## config.mk

```make
export PLATFORM = sky130hd
export DESIGN_NAME = event_profile_counter
export DESIGN_NICKNAME = d
export VERILOG_FILES = /design/src/rtl/epc_pkg.sv /design/src/rtl/epc_event_front.sv /design/src/rtl/epc_run_gate.sv /design/src/rtl/epc_count_core.sv /design/src/rtl/event_profile_counter.sv
export SDC_FILE = /design/constraint.sdc
export NUM_CORES = 1
export LEC_CHECK = 0
export BUFFER_PORTS_ARGS = -buffer_cell sky130_fd_sc_hd__buf_4
export CORE_ASPECT_RATIO = 0.75
export CORE_MARGIN = 2
export CORE_UTILIZATION = 39
export CTS_CLUSTER_SIZE = 25
export DETAILED_ROUTE_END_ITERATION = 16
export GPL_ROUTABILITY_DRIVEN = 0
export HOLD_SLACK_MARGIN = 0.03
export PLACE_DENSITY_LB_ADDON = 0.25
export SETUP_SLACK_MARGIN = 0.15
export SYNTH_ARGS = -nofsm -noshare
export SYNTH_HDL_FRONTEND = slang
export SYNTH_SLANG_ARGS = --single-unit
export TNS_END_PERCENT = 50
```

## constraint.sdc

```tcl
create_clock -name clk -period 8.2 [get_ports clk]
set_input_delay 0.41 -clock clk [delete_from_list [all_inputs] [get_ports clk]]
set_output_delay 0.41 -clock clk [all_outputs]
set_load 0.05 [all_outputs]
```

## src/rtl/epc_pkg.sv

```systemverilog
`timescale 1ns/1ps
// Shared types for the event profiling counter.
package epc_pkg;
    typedef enum logic [2:0] {
        MODE_FREE   = 3'd0,
        MODE_TIMER  = 3'd1,
        MODE_GATED  = 3'd2,
        MODE_PEAK   = 3'd3,
        MODE_ACCUM  = 3'd4
    } cnt_mode_e;
endpackage

```

## src/rtl/epc_event_front.sv

```systemverilog
`timescale 1ns/1ps
// Event front end: registers the event vector once to find rising edges, then
// derives the count tick and the start/stop hits.
// Assumes ev_in is synchronous to clk.
module epc_event_front #(
    parameter int NUM_EV = 8,
    parameter int SEL_W  = 4,
    parameter int IDX_W  = 3
) (
    input  logic              clk,
    input  logic              rst_n,
    input  logic [NUM_EV-1:0] ev_in,
    input  logic [SEL_W-1:0]  cnt_sel,
    input  logic              edge_mode,
    input  logic [IDX_W-1:0]  start_sel,
    input  logic [IDX_W-1:0]  stop_sel,
    output logic              tick,
    output logic              start_hit,
    output logic              stop_hit
);
    logic [NUM_EV-1:0] ev_q;
    logic [NUM_EV-1:0] rise;

    // Hold last cycle's event levels for edge detection.
    always_ff @(posedge clk) begin
        if (!rst_n) ev_q <= '0;
        else        ev_q <= ev_in;
    end

    assign rise = ev_in & ~ev_q;

    // Pick the count source and apply duration or edge qualification.
    always_comb begin
        tick = (cnt_sel == '0);
        for (int i = 0; i < NUM_EV; i++) begin
            if (cnt_sel == SEL_W'(i + 1)) tick = edge_mode ? rise[i] : ev_in[i];
        end
    end

    // Pick the start and stop events; both are edge-qualified.
    always_comb begin
        start_hit = 1'b0;
        stop_hit  = 1'b0;
        for (int i = 0; i < NUM_EV; i++) begin
            if (start_sel == IDX_W'(i)) start_hit = rise[i];
            if (stop_sel  == IDX_W'(i)) stop_hit  = rise[i];
        end
    end

    // in edge mode a held source cannot tick on two consecutive edges.
    a_r4_edge_single: assert property (@(posedge clk) disable iff (!rst_n)
        (tick && edge_mode && cnt_sel != '0) ##1 ($stable(cnt_sel) && $stable(edge_mode) && $stable(ev_in))
        |-> !tick);
endmodule

```

## src/rtl/epc_run_gate.sv

```systemverilog
`timescale 1ns/1ps
// Run gate: opens and closes the counting window in the gated modes.
// A start is accepted only while idle. A stop is accepted only while running.
// Outside the gated modes the window is forced closed.
module epc_run_gate (
    input  logic clk,
    input  logic rst_n,
    input  logic gated,
    input  logic start_hit,
    input  logic stop_hit,
    output logic running,
    output logic start_now,
    output logic stop_now
);
    assign start_now = gated && !running && start_hit;
    assign stop_now  = gated && running && stop_hit;

    // Track whether the window is open.
    always_ff @(posedge clk) begin
        if (!rst_n)         running <= 1'b0;
        else if (!gated)    running <= 1'b0;
        else if (start_now) running <= 1'b1;
        else if (stop_now)  running <= 1'b0;
    end

    // a running window stays open until a stop (re-starts ignored).
    a_r8_hold_run: assert property (@(posedge clk) disable iff (!rst_n)
        (gated && running && !stop_hit) |=> running);
    // simultaneous start and stop while idle opens the window.
    a_r12_start_wins: assert property (@(posedge clk) disable iff (!rst_n)
        (gated && !running && start_hit && stop_hit) |=> running);
endmodule

```

## src/rtl/epc_count_core.sv

```systemverilog
`timescale 1ns/1ps
// Count core: the counter, the sticky overflow flag, the match pulse and the
// peak register. Assumes tick, start_now and stop_now are valid for the cycle
// in which they are presented.
module epc_count_core
    import epc_pkg::*;
#(
    parameter int CNT_W = 32
) (
    input  logic             clk,
    input  logic             rst_n,
    input  cnt_mode_e        mode,
    input  logic             timer_hold,
    input  logic             tick,
    input  logic             running,
    input  logic             start_now,
    input  logic             stop_now,
    input  logic [CNT_W-1:0] ref_val,
    input  logic             ovf_clr,
    output logic [CNT_W-1:0] count,
    output logic [CNT_W-1:0] max_count,
    output logic             overflow,
    output logic             match
);
    logic             gated;
    logic             advance;
    logic             hit;
    logic             wraps;
    logic [CNT_W-1:0] incr;

    assign gated   = (mode == MODE_GATED) || (mode == MODE_PEAK) || (mode == MODE_ACCUM);
    assign advance = gated ? (running && !stop_now && tick) : tick;
    assign incr    = count + 1'b1;
    assign hit     = advance && (incr == ref_val);
    assign wraps   = advance && (count == '1);

    // Counter update per mode.
    always_ff @(posedge clk) begin
        if (!rst_n)
            count <= '0;
        else if (start_now && mode == MODE_GATED)
            count <= '0;
        else if (stop_now && mode == MODE_PEAK)
            count <= '0;
        else if (advance)
            count <= (mode == MODE_TIMER && !timer_hold && hit) ? '0 : incr;
    end

    // Peak capture at each stop in peak mode.
    always_ff @(posedge clk) begin
        if (!rst_n)
            max_count <= '0;
        else if (stop_now && mode == MODE_PEAK && count > max_count)
            max_count <= count;
    end

    // Sticky overflow; a wrap wins over a clear.
    always_ff @(posedge clk) begin
        if (!rst_n)       overflow <= 1'b0;
        else if (wraps)   overflow <= 1'b1;
        else if (ovf_clr) overflow <= 1'b0;
    end

    // One-cycle match pulse.
    always_ff @(posedge clk) begin
        if (!rst_n) match <= 1'b0;
        else        match <= hit;
    end

    // the count only grows, except when it returns to zero.
    a_r1_up_only: assert property (@(posedge clk) disable iff (!rst_n)
        1'b1 |=> (count == '0 || count >= $past(count)));
    // overflow is sticky until cleared.
    a_r5_ovf_sticky: assert property (@(posedge clk) disable iff (!rst_n)
        (overflow && !ovf_clr) |=> overflow);
    // the peak register never shrinks.
    a_r10_peak_grows: assert property (@(posedge clk) disable iff (!rst_n)
        1'b1 |=> (max_count >= $past(max_count)));
    // a stop in accumulate mode freezes the count.
    a_r11_accum_freeze: assert property (@(posedge clk) disable iff (!rst_n)
        (mode == MODE_ACCUM && stop_now) |=> (count == $past(count)));
endmodule

```

## src/rtl/event_profile_counter.sv

```systemverilog
`timescale 1ns/1ps
// Multi-mode event profiling counter: top level.
// Connects the event front end, the run gate and the count core.
// All configuration pins are assumed quasi-static while a measurement runs.
module event_profile_counter
    import epc_pkg::*;
#(
    parameter  int CNT_W  = 32,
    parameter  int NUM_EV = 8,
    localparam int SEL_W  = $clog2(NUM_EV + 1),
    localparam int IDX_W  = (NUM_EV > 1) ? $clog2(NUM_EV) : 1
) (
    input  logic              clk,
    input  logic              rst_n,
    input  logic [NUM_EV-1:0] ev_in,
    input  logic [SEL_W-1:0]  cnt_sel,
    input  logic              edge_mode,
    input  logic [2:0]        mode_sel,
    input  logic              timer_hold,
    input  logic [IDX_W-1:0]  start_sel,
    input  logic [IDX_W-1:0]  stop_sel,
    input  logic [CNT_W-1:0]  ref_val,
    input  logic              ovf_clr,
    output logic [CNT_W-1:0]  count,
    output logic [CNT_W-1:0]  max_count,
    output logic              overflow,
    output logic              match,
    output logic              running
);
    cnt_mode_e mode;
    logic      gated;
    logic      tick;
    logic      start_hit;
    logic      stop_hit;
    logic      start_now;
    logic      stop_now;

    assign mode  = cnt_mode_e'(mode_sel);
    assign gated = (mode == MODE_GATED) || (mode == MODE_PEAK) || (mode == MODE_ACCUM);

    epc_event_front #(.NUM_EV(NUM_EV), .SEL_W(SEL_W), .IDX_W(IDX_W)) u_front (
        .clk(clk), .rst_n(rst_n), .ev_in(ev_in), .cnt_sel(cnt_sel),
        .edge_mode(edge_mode), .start_sel(start_sel), .stop_sel(stop_sel),
        .tick(tick), .start_hit(start_hit), .stop_hit(stop_hit)
    );

    epc_run_gate u_gate (
        .clk(clk), .rst_n(rst_n), .gated(gated), .start_hit(start_hit),
        .stop_hit(stop_hit), .running(running), .start_now(start_now),
        .stop_now(stop_now)
    );

    epc_count_core #(.CNT_W(CNT_W)) u_core (
        .clk(clk), .rst_n(rst_n), .mode(mode), .timer_hold(timer_hold),
        .tick(tick), .running(running), .start_now(start_now),
        .stop_now(stop_now), .ref_val(ref_val), .ovf_clr(ovf_clr),
        .count(count), .max_count(max_count), .overflow(overflow),
        .match(match)
    );
endmodule

```

==> impl_metrics.yaml, run 1 <==
outcome:
  status: "finished clean"
timing:
  rsz0062_at_grt: "no"
  holdWs_ps: 278
  fmax_ghz: 0.232
  slew-limit-headroom_pct: 30.4
  fin_skew_ps: 7.39
  setup-violations-final: 0
  fin_crit_sh_pct: 52.6
  tns_ps: 0
  drv_slew: 0
  max_slew.worst_pin.slew_ps: 1040
  hold_viol_final: 0
  fin_crit_ps: 4310
floorplanning:
  core_area_um2: 13600
  pin_count: 125
  std_cell_rows: 37
  fp.dieH_um: 105
  die-area_um2: 14700
  die_w_um: 139
  initial_core_util_pct: 39.5
setup_path:
  critPathTopFamily: "simple AND/OR/NAND/NOR gates"
  end_kind: "flop"
  path_max_fanout: 22
  critPathKind: "flop to flop"
  cp_slowest_cell: "nand2_1"
  cp_num_buf_inv: 0
  start_kind: "flop"
  slowest_delay_ps: 750
  required_ps: 8390
  critical_path.cell_chain: "and4_1 > nand4_1 > or4_1 > xnor2_1 > o211ai_1 > nor4_1 > a21oi_2 > nand2_1 > o22ai_1"
  critPathArrivalTime_ps: 4500
job:
  max_cap_viol_count: 0
clocking:
  ctsHtreeMaxLevel: 3
  cts_resized: 0
  cts_buffers: 9
  hold_buffers: 0
  path_clk_slew_ps: 60
  cts_setup_buffers: 0
  cts.sinks: 75
  clockRootBuffer: "clkbuf_16"
  cts_tree: "yes"
  cts_buffer_depth: 2
  insertion_delay_ps: 350
logic_synthesis:
  yosysUniqueCellTypes: 56
  yosysTopAreaCell: "dfxtp_1"
  ys_seq_elements: 75
  netlist_instances: 685
  synth_edf_count: 0
  netlist_area_um2: 5360
  ys.flop_type: "dfxtp_1"
  yosysTopAreaCellShare_pct: 28.0
  ys_seq_area_share_pct: 28.0
  syn-mean-instance-area_um2: 7.82
  synth.top_cells.by_area: "dfxtp_1 (28%), ha_1 (7.7%), xnor2_1 (6.4%)"
  synth-async-reset-ratio_pct: 0
  synth_nets: 776
  yosysWarnings: 0
detailed_routing:
  routed_wl_mm: 16.3
  via_per_inst: 5.63
  vias: 5344
  dr.pass1.iters: 5
  drc: 0
  ant_nets: 0
  wire_per_inst_um: 17.1
  drt_iter0_drc: 449
power_and_ir_drop:
  p_per_area_nw_per_um2: 146
  p_leak_nw: 2.59
  p_sw_mw: 0.293
  peakVddDrop_mv: 0.102
  clock_power_share_pct: 37.9
  p_seq_share_pct: 41.5
  internal-power_mw: 0.665
  p_sw_share_pct: 30.6
  pwr-share-comb_pct: 20.7
global_routing:
  grt_pass1_vias: 4995
  grt_overflow_total: 0
  grt_usage_pct: 22.2
  grt_max_degree: 77
  grt_pass1_wl_mm: 26.1
  antenna_found_initial: 0
layout:
  final_layout_size_suffix_gt1_share_pct: 19.6
  multi_input_area_um2: 3490
  fin_cells: 949
  fillerInstances: 1354
  seqCellArea_um2: 1500
  final_nets: 861
  antennaDiodeCount: 0
  syn2layout_area_growth_pct: 22.7
placement:
  post-dp-hpwl_mm: 12.3
  dp.cells: 934
  io_buffers: 124
hold_path:
  hold_class: "primary input to flop"
-- layout by cell type, fill, tap and decap left out, types with 12 or more instances in the layout --
cell      Yosys  layout
a21o_1       12      12
nand2_1      76      76
nor3_1       14      14
buf_4         4     127
nor2b_1      12      12
o21ai_0      39      39
inv_1        40      40
o311ai_1     13      13
xnor2_1      39      39
ha_1         33      33
xor2_1       15      15
nand4_1      23      23
nor2_1       18      17
and2_1       26      26
a21oi_1      13      13
nand3_1      64      64
dfxtp_1      75      75
-- cells in the mapped netlist, drive strengths merged (5+ instances only) --
cell	number
nand2	76
dfxtp	75
nand3	64
o21ai	42
inv	40
xnor2	39
clkbuf	33
ha	33
and2	26
nand4	24
buf	20
nor2	18
xor2	15
a21oi	14
nor3	14
o311ai	13
a21o	12
nor2b	12
nor4	10
a31oi	9
nand2b	9
and4	8
o31ai	8
and3	6
mux2i	6
o211ai	5
o21a	5
or3	5
-- registers in the layout, indices dropped and copies added, names as in the netlist --
signal and count:
u_core.count 32, u_core.max_count 32, u_front.ev_q 8, u_core.match 1
u_core.overflow 1, u_gate.running 1
-- logic make-up (layout without fill, tap and decap cells) --
| group | after synthesis | after routing | share of synthesized area (%) |
|---|---|---|---|
| AND/OR/NAND/NOR | 284 | 284 | 28.2 |
| AO/OA/AOI/OAI | 133 | 133 | 16.6 |
| buffers and inverters | 93 | 182 | 7.17 |
| flip-flops | 75 | 75 | 28.0 |
| XOR/XNOR | 54 | 54 | 8.83 |
| adder cells (fa/ha/maj) | 33 | 33 | 7.71 |
| multiplexers | 13 | 13 | 3.43 |
-- area by class of cell --
cell class | instances | share of cell area (%)
clock buffers | 12 | 3.75
clock inverters | 3 | 0.228
inverters | 40 | 2.28
multi-input cells | 517 | 53.1
flip-flops and latches | 75 | 22.8
well taps | 175 | 3.33
repair buffers | 127 | 14.5
-- through the flow --
step	power, mW	setup WS (ps)	util, %	cell area, µm²
after floorplan	0.524	4800	-	5360
after global placement	0.596	4160	46.5	6310
after detailed placement	0.601	4000	46.5	6310
after CTS	0.966	3980	48.5	6570
after global routing	1.00	3690	48.5	6570
final	0.958	3890	48.5	6570
-- power groups by stage --
stage / Sequential, mW / Clock, mW / Combinational, mW
global placement: 0.403 / 0 / 0.193
CTS: 0.397 / 0.372 / 0.197
floorplan: 0.415 / 0 / 0.109
finish: 0.397 / 0.363 / 0.198
detailed placement: 0.405 / 0 / 0.196
global route: 0.400 / 0.388 / 0.214
-- path summary, 6_finish.rpt --
kind	startpoint	end	slack, ps	cells past startpoint
max	u_core.count[8]	u_core.count[7]	3890	9
min reg2reg	u_core.max_count[1]	u_core.max_count[1]	470	2
max reg2reg	u_core.count[8]	u_core.count[7]	3890	9
min	ev_in[6]	u_front.ev_q[6]	280	2
-- routing by layer --
metal | vias to the layer above | global-route usage [%] | routed length (µm)
met5 | - | 0 | 0
met4 | 0 | 7.29 | 333
met3 | 27 | 7.36 | 1600
met2 | 235 | 31.8 | 6900
met1 | 2452 | 31.3 | 7430
li1 | 2630 | - | -
-- worst register-to-register path: stages, from the launching register on --
cell,delay (ps)
dfxtp_1,570
and4_1,440
nand4_1,470
or4_1,740
xnor2_1,210
o211ai_1,130
nor4_1,480
a21oi_2,120
nand2_1,750
o22ai_1,240
No activity file was read; power rests on OpenSTA's default activity.
==> run 2: changes to the inputs <==
==> constraint.sdc (replaced) <==
create_clock -name clk -period 4.08 [get_ports clk]
set_input_delay 0.204 -clock clk [delete_from_list [all_inputs] [get_ports clk]]
set_output_delay 0.204 -clock clk [all_outputs]
set_load 0.05 [all_outputs]
==> impl_metrics.yaml, run 2 (same netlist as run 1, synthesis figures left out) <==
outcome:
  status: "finished clean"
global_routing:
  use_met2_pct: 33.0
  top_usage_layer: "met2"
  grt_pass1_wl_mm: 26.3
  grt_overflow_total: 0
  grt_pass1_vias: 4985
  antenna_found_initial: 0
  use_met1_pct: 32.8
  grt_max_degree: 77
  grt_usage_pct: 22.3
  grt_use_met3_pct: 4.77
detailed_routing:
  vias: 5461
  drc: 0
  drt_iter0_drc: 603
  dr.pass1.iters: 5
  wire_per_inst_um: 17.1
  routed_wl_mm: 16.6
  via_per_inst: 5.64
  ant_nets: 0
setup_path:
  critPathKind: "flop to flop"
  critPathArrivalTime_ps: 3880
  required_ps: 4310
  start_kind: "flop"
  end_kind: "flop"
  reg2regPathDepth: 10
  path_max_fanout: 17
timing:
  slew-limit-headroom_pct: 40.9
  tns_ps: 0
  fin_crit_sh_pct: 89.6
  drv_slew: 0
  setup-violations-final: 0
  fin_crit_ps: 3660
  rsz0062_at_grt: "no"
  holdWs_ps: 73.8
  max_slew.worst_pin.slew_ps: 883
  fin_skew_ps: 8.61
  fmax_ghz: 0.274
  hold_viol_final: 0
clocking:
  cts_buffers: 9
  insertion_delay_ps: 350
  cts_buffer_depth: 2
  path_clk_slew_ps: 60
  cts_setup_buffers: 0
  cts_tree: "yes"
  ctsHtreeMaxLevel: 3
  cts.sinks: 75
  clockRootBuffer: "clkbuf_16"
hold_path:
  hold_class: "primary input to flop"
  hold_depth: 2
layout:
  final_layout_size_suffix_gt1_share_pct: 21.7
  fin_cells: 969
  final_util_pct: 49.8
  reg_top3: "u_core.count x32, u_core.max_count x32, u_front.ev_q x8"
  seqCellArea_um2: 1500
  final_nets: 880
  syn2layout_area_growth_pct: 26.0
  antennaDiodeCount: 0
  fillerInstances: 1302
  multi_input_area_um2: 3510
  final_area_um2: 6750
  final_common_cell: "buf_4"
  layout_common_cells: "buf_4 (146), nand2_1 (76), dfxtp_1 (75)"
placement:
  dp.cells: 953
  post-dp-hpwl_mm: 12.7
  post_dp_cell_area_um2: 6450
  io_buffers: 124
power_and_ir_drop:
  p_per_area_nw_per_um2: 292
  p_leak_nw: 2.70
  peakVddDrop_mv: 0.212
floorplanning:
  pin_count: 125
  die_w_um: 139
  initial_core_util_pct: 39.5
  core_area_um2: 13600
  std_cell_rows: 37
  fp.dieH_um: 105
  die-area_um2: 14700
job:
  max_cap_viol_count: 0
-- run 2: cell types whose count changed in the layout (fill, tap and decap cells not counted), sizes merged --
| cell | before | now |
|---|---|---|
| clkbuf | 12 | 14 |
| clkinv | 3 | 2 |
| buf | 127 | 146 |
-- run 2: what timing repair did --
action                     4_1_cts  5_1_grt
gates resized for setup          0        4
hold buffers                     0        0
setup endpoints to repair        0       26
hold endpoints to repair         0        0
-- run 2: final cells by class --
class                   instances  share of cell area [%]
clock inverters                 2                   0.148
inverters                      40                    2.22
multi-input cells             517                    52.0
clock buffers                  14                    3.91
well taps                     175                    3.24
flip-flops and latches         75                    22.2
repair buffers                146                    16.2
-- run 2: worst paths after layout --
check	slack, ps	end	start
setup / recovery	420	u_core.count[7]	u_core.count[12]
hold / removal	70	u_front.ev_q[7]	ev_in[7]
setup reg to reg	420	u_core.count[7]	u_core.count[12]
hold reg to reg	470	u_core.max_count[8]	u_core.max_count[8]
-- run 2: through the flow --
stage | setup WS, ps | power [mW]
after floorplan | 678 | 1.05
after global placement | 498 | 1.21
after detailed placement | 341 | 1.22
after CTS | 323 | 1.98
after global routing | 145 | 2.04
final | 425 | 1.97
-- run 2: per-layer routing --
metal	wire length [µm]	vias up
met1	7900	2545
met2	7110	237
met4	185	0
met5	0	-
li1	-	2660
met3	1380	19
-- run 2: critical path, cell delays in order, from the launching register on --
cell      delay, ps
dfxtp_1         660
and4_1          360
nand4_1         300
or4_1           680
xnor2_1         190
o211ai_1        150
nor4_2          440
a21oi_4         210
buf_4           260
a21oi_1         160
o22ai_1          90
-- run 2: power breakdown --
| part | switching [mW] | total [mW] | internal [mW] |
|---|---|---|---|
| registers | 0.0349 | 0.787 | 0.752 |
| logic | 0.252 | 0.425 | 0.173 |
| clock network | 0.314 | 0.758 | 0.444 |
| total | 0.601 | 1.97 | 1.37 |
==> run 3: changes to the inputs <==
==> constraint.sdc (replaced) <==
create_clock -name clk -period 3.1 [get_ports clk]
set_input_delay 0.155 -clock clk [delete_from_list [all_inputs] [get_ports clk]]
set_output_delay 0.155 -clock clk [all_outputs]
set_load 0.05 [all_outputs]
==> impl_metrics.yaml, run 3 (same netlist as run 1, synthesis figures left out) <==
global_routing:
  antenna_found_initial: 0
  use_met2_pct: 34.2
  grt_overflow_total: 0
  grt_pass1_vias: 5220
  grt_use_met3_pct: 5.59
  grt_usage_pct: 23.0
  use_met1_pct: 33.5
  grt_max_degree: 76
  grt_pass1_wl_mm: 27.0
  top_usage_layer: "met2"
timing:
  fmax_ghz: 0.340
  tns_ps: 0
  fin_skew_ps: 6.71
  fin_crit_ps: 2950
  drv_slew: 0
  hold_viol_final: 0
  slew-limit-headroom_pct: 50.3
  max_slew.worst_pin.slew_ps: 746
  holdWs_ps: 44.3
  rsz0062_at_grt: "yes"
  fin_crit_sh_pct: 95.0
  setup-violations-final: 0
hold_path:
  hold_class: "primary input to flop"
  worstHoldStart: "ev_in[2]"
clocking:
  insertion_delay_ps: 350
  clockRootBuffer: "clkbuf_16"
  path_clk_slew_ps: 60
  ctsHtreeMaxLevel: 3
  cts_tree: "yes"
  cts_buffers: 9
  cts_buffer_depth: 2
  cts.sinks: 75
layout:
  final_nets: 929
  reg_top3: "u_core.count x32, u_core.max_count x32, u_front.ev_q x8"
  antennaDiodeCount: 0
  final_util_pct: 55.3
  final_layout_size_suffix_gt1_share_pct: 32.1
  final_common_cell: "buf_4"
  final_area_um2: 7500
  layout_common_cells: "buf_4 (182), nand2_1 (75), nand3_1 (64)"
  syn2layout_area_growth_pct: 40.0
setup_path:
  start_kind: "flop"
  critPathLaunch: "u_front.ev_q[5]"
  required_ps: 3330
  rr_startpoint: "u_front.ev_q[5]"
  critPathKind: "flop to flop"
  path_max_fanout: 22
  end_kind: "flop"
  critPathArrivalTime_ps: 3170
  slowest_delay_ps: 580
  critical_path.cell_chain: "mux2_2 > a2111oi_0 > o32ai_1 > or4_4 > nor4_4 > a21oi_2 > buf_12 > a21oi_1 > o22ai_1"
  cp_slowest_cell: "or4_4"
detailed_routing:
  drc: 0
  drt_iter0_drc: 534
  vias: 5720
  routed_wl_mm: 17.8
  wire_per_inst_um: 17.4
  dr.pass1.iters: 5
  ant_nets: 0
  via_per_inst: 5.62
floorplanning:
  die-area_um2: 14700
  pin_count: 125
  std_cell_rows: 37
  core_area_um2: 13600
  initial_core_util_pct: 39.5
  die_w_um: 139
  fp.dieH_um: 105
power_and_ir_drop:
  p_per_area_nw_per_um2: 365
  peakVddDrop_mv: 0.267
  p_leak_nw: 3.07
placement:
  io_buffers: 124
  post-dp-hpwl_mm: 13.2
  post_dp_cell_area_um2: 6820
job:
  max_cap_viol_count: 0
outcome:
  status: "finished clean"
[run 3: changes by cell type in the layout (fill, tap and decap cells not counted), moves of 3 or more]
cell           before  now
nor4_1              8    5
buf_4             146  182
dlygate4sd3_1       0    7
xnor2_1            39   36
dfxtp_1            75   51
buf_12              0    4
dfxtp_4             0   13
xnor2_2             0    3
o311ai_2            0    9
dfxtp_2             0   11
o311ai_1           13    3
[run 3: final cells by class]
type                    count  area (µm²)
flip-flops and latches     75        1560
clock buffers              14         254
multi-input cells         517        3720
clock inverters             2        35.0
fillers                  1253        6070
repair buffers            195        1550
well taps                 175         219
inverters                  40         150
[run 3: path summary, 6_finish.rpt]
kind	to	slack [ps]	cells after the start
hold reg to reg	u_core.max_count[23]	480	2
setup reg to reg	u_core.count[7]	150	9
setup / recovery	u_core.count[7]	150	9
hold / removal	u_front.ev_q[2]	40	2
[run 3: layer usage]
layer / share of wire [%] / vias to the layer above
met5: 0 / -
met4: 1.1 / 0
met3: 7.3 / 18
met2: 44 / 221
met1: 48 / 2714
li1: - / 2767
[run 3: critical path: cells and delay by family, from the launching register on]
family	cells	cell delay (ps)
compound gates	5	1160
buf+inv	1	180
flops	1	310
mux	1	260
simple gates	2	910
[run 3: what timing repair did]
| action | CTS | global route |
|---|---|---|
| setup buffers | 1 | 7 |
| hold buffers | 7 | 0 |
| resized for setup | 6 | 42 |
| gates cloned | 0 | 1 |
| pin swaps | 2 | 10 |
| hold endpoints to repair | 7 | 0 |
| endpoints found under the setup margin | 24 | 63 |
[run 3: report_power, final]
group / internal (mW) / switching, mW
clock network: 0.646 / 0.415
logic: 0.285 / 0.375
registers: 0.985 / 0.0290
total: 1.92 / 0.819
[run 3: stage by stage]
step,total power [mW],worst slack (ps),instances
2_1_floorplan,1.39,153,685
3_3_place_gp,1.63,139,986
3_5_place_dp,1.64,65.1,986
4_1_cts,2.71,135,1010
5_1_grt,2.84,56.6,1018
6_report,2.73,155,1018
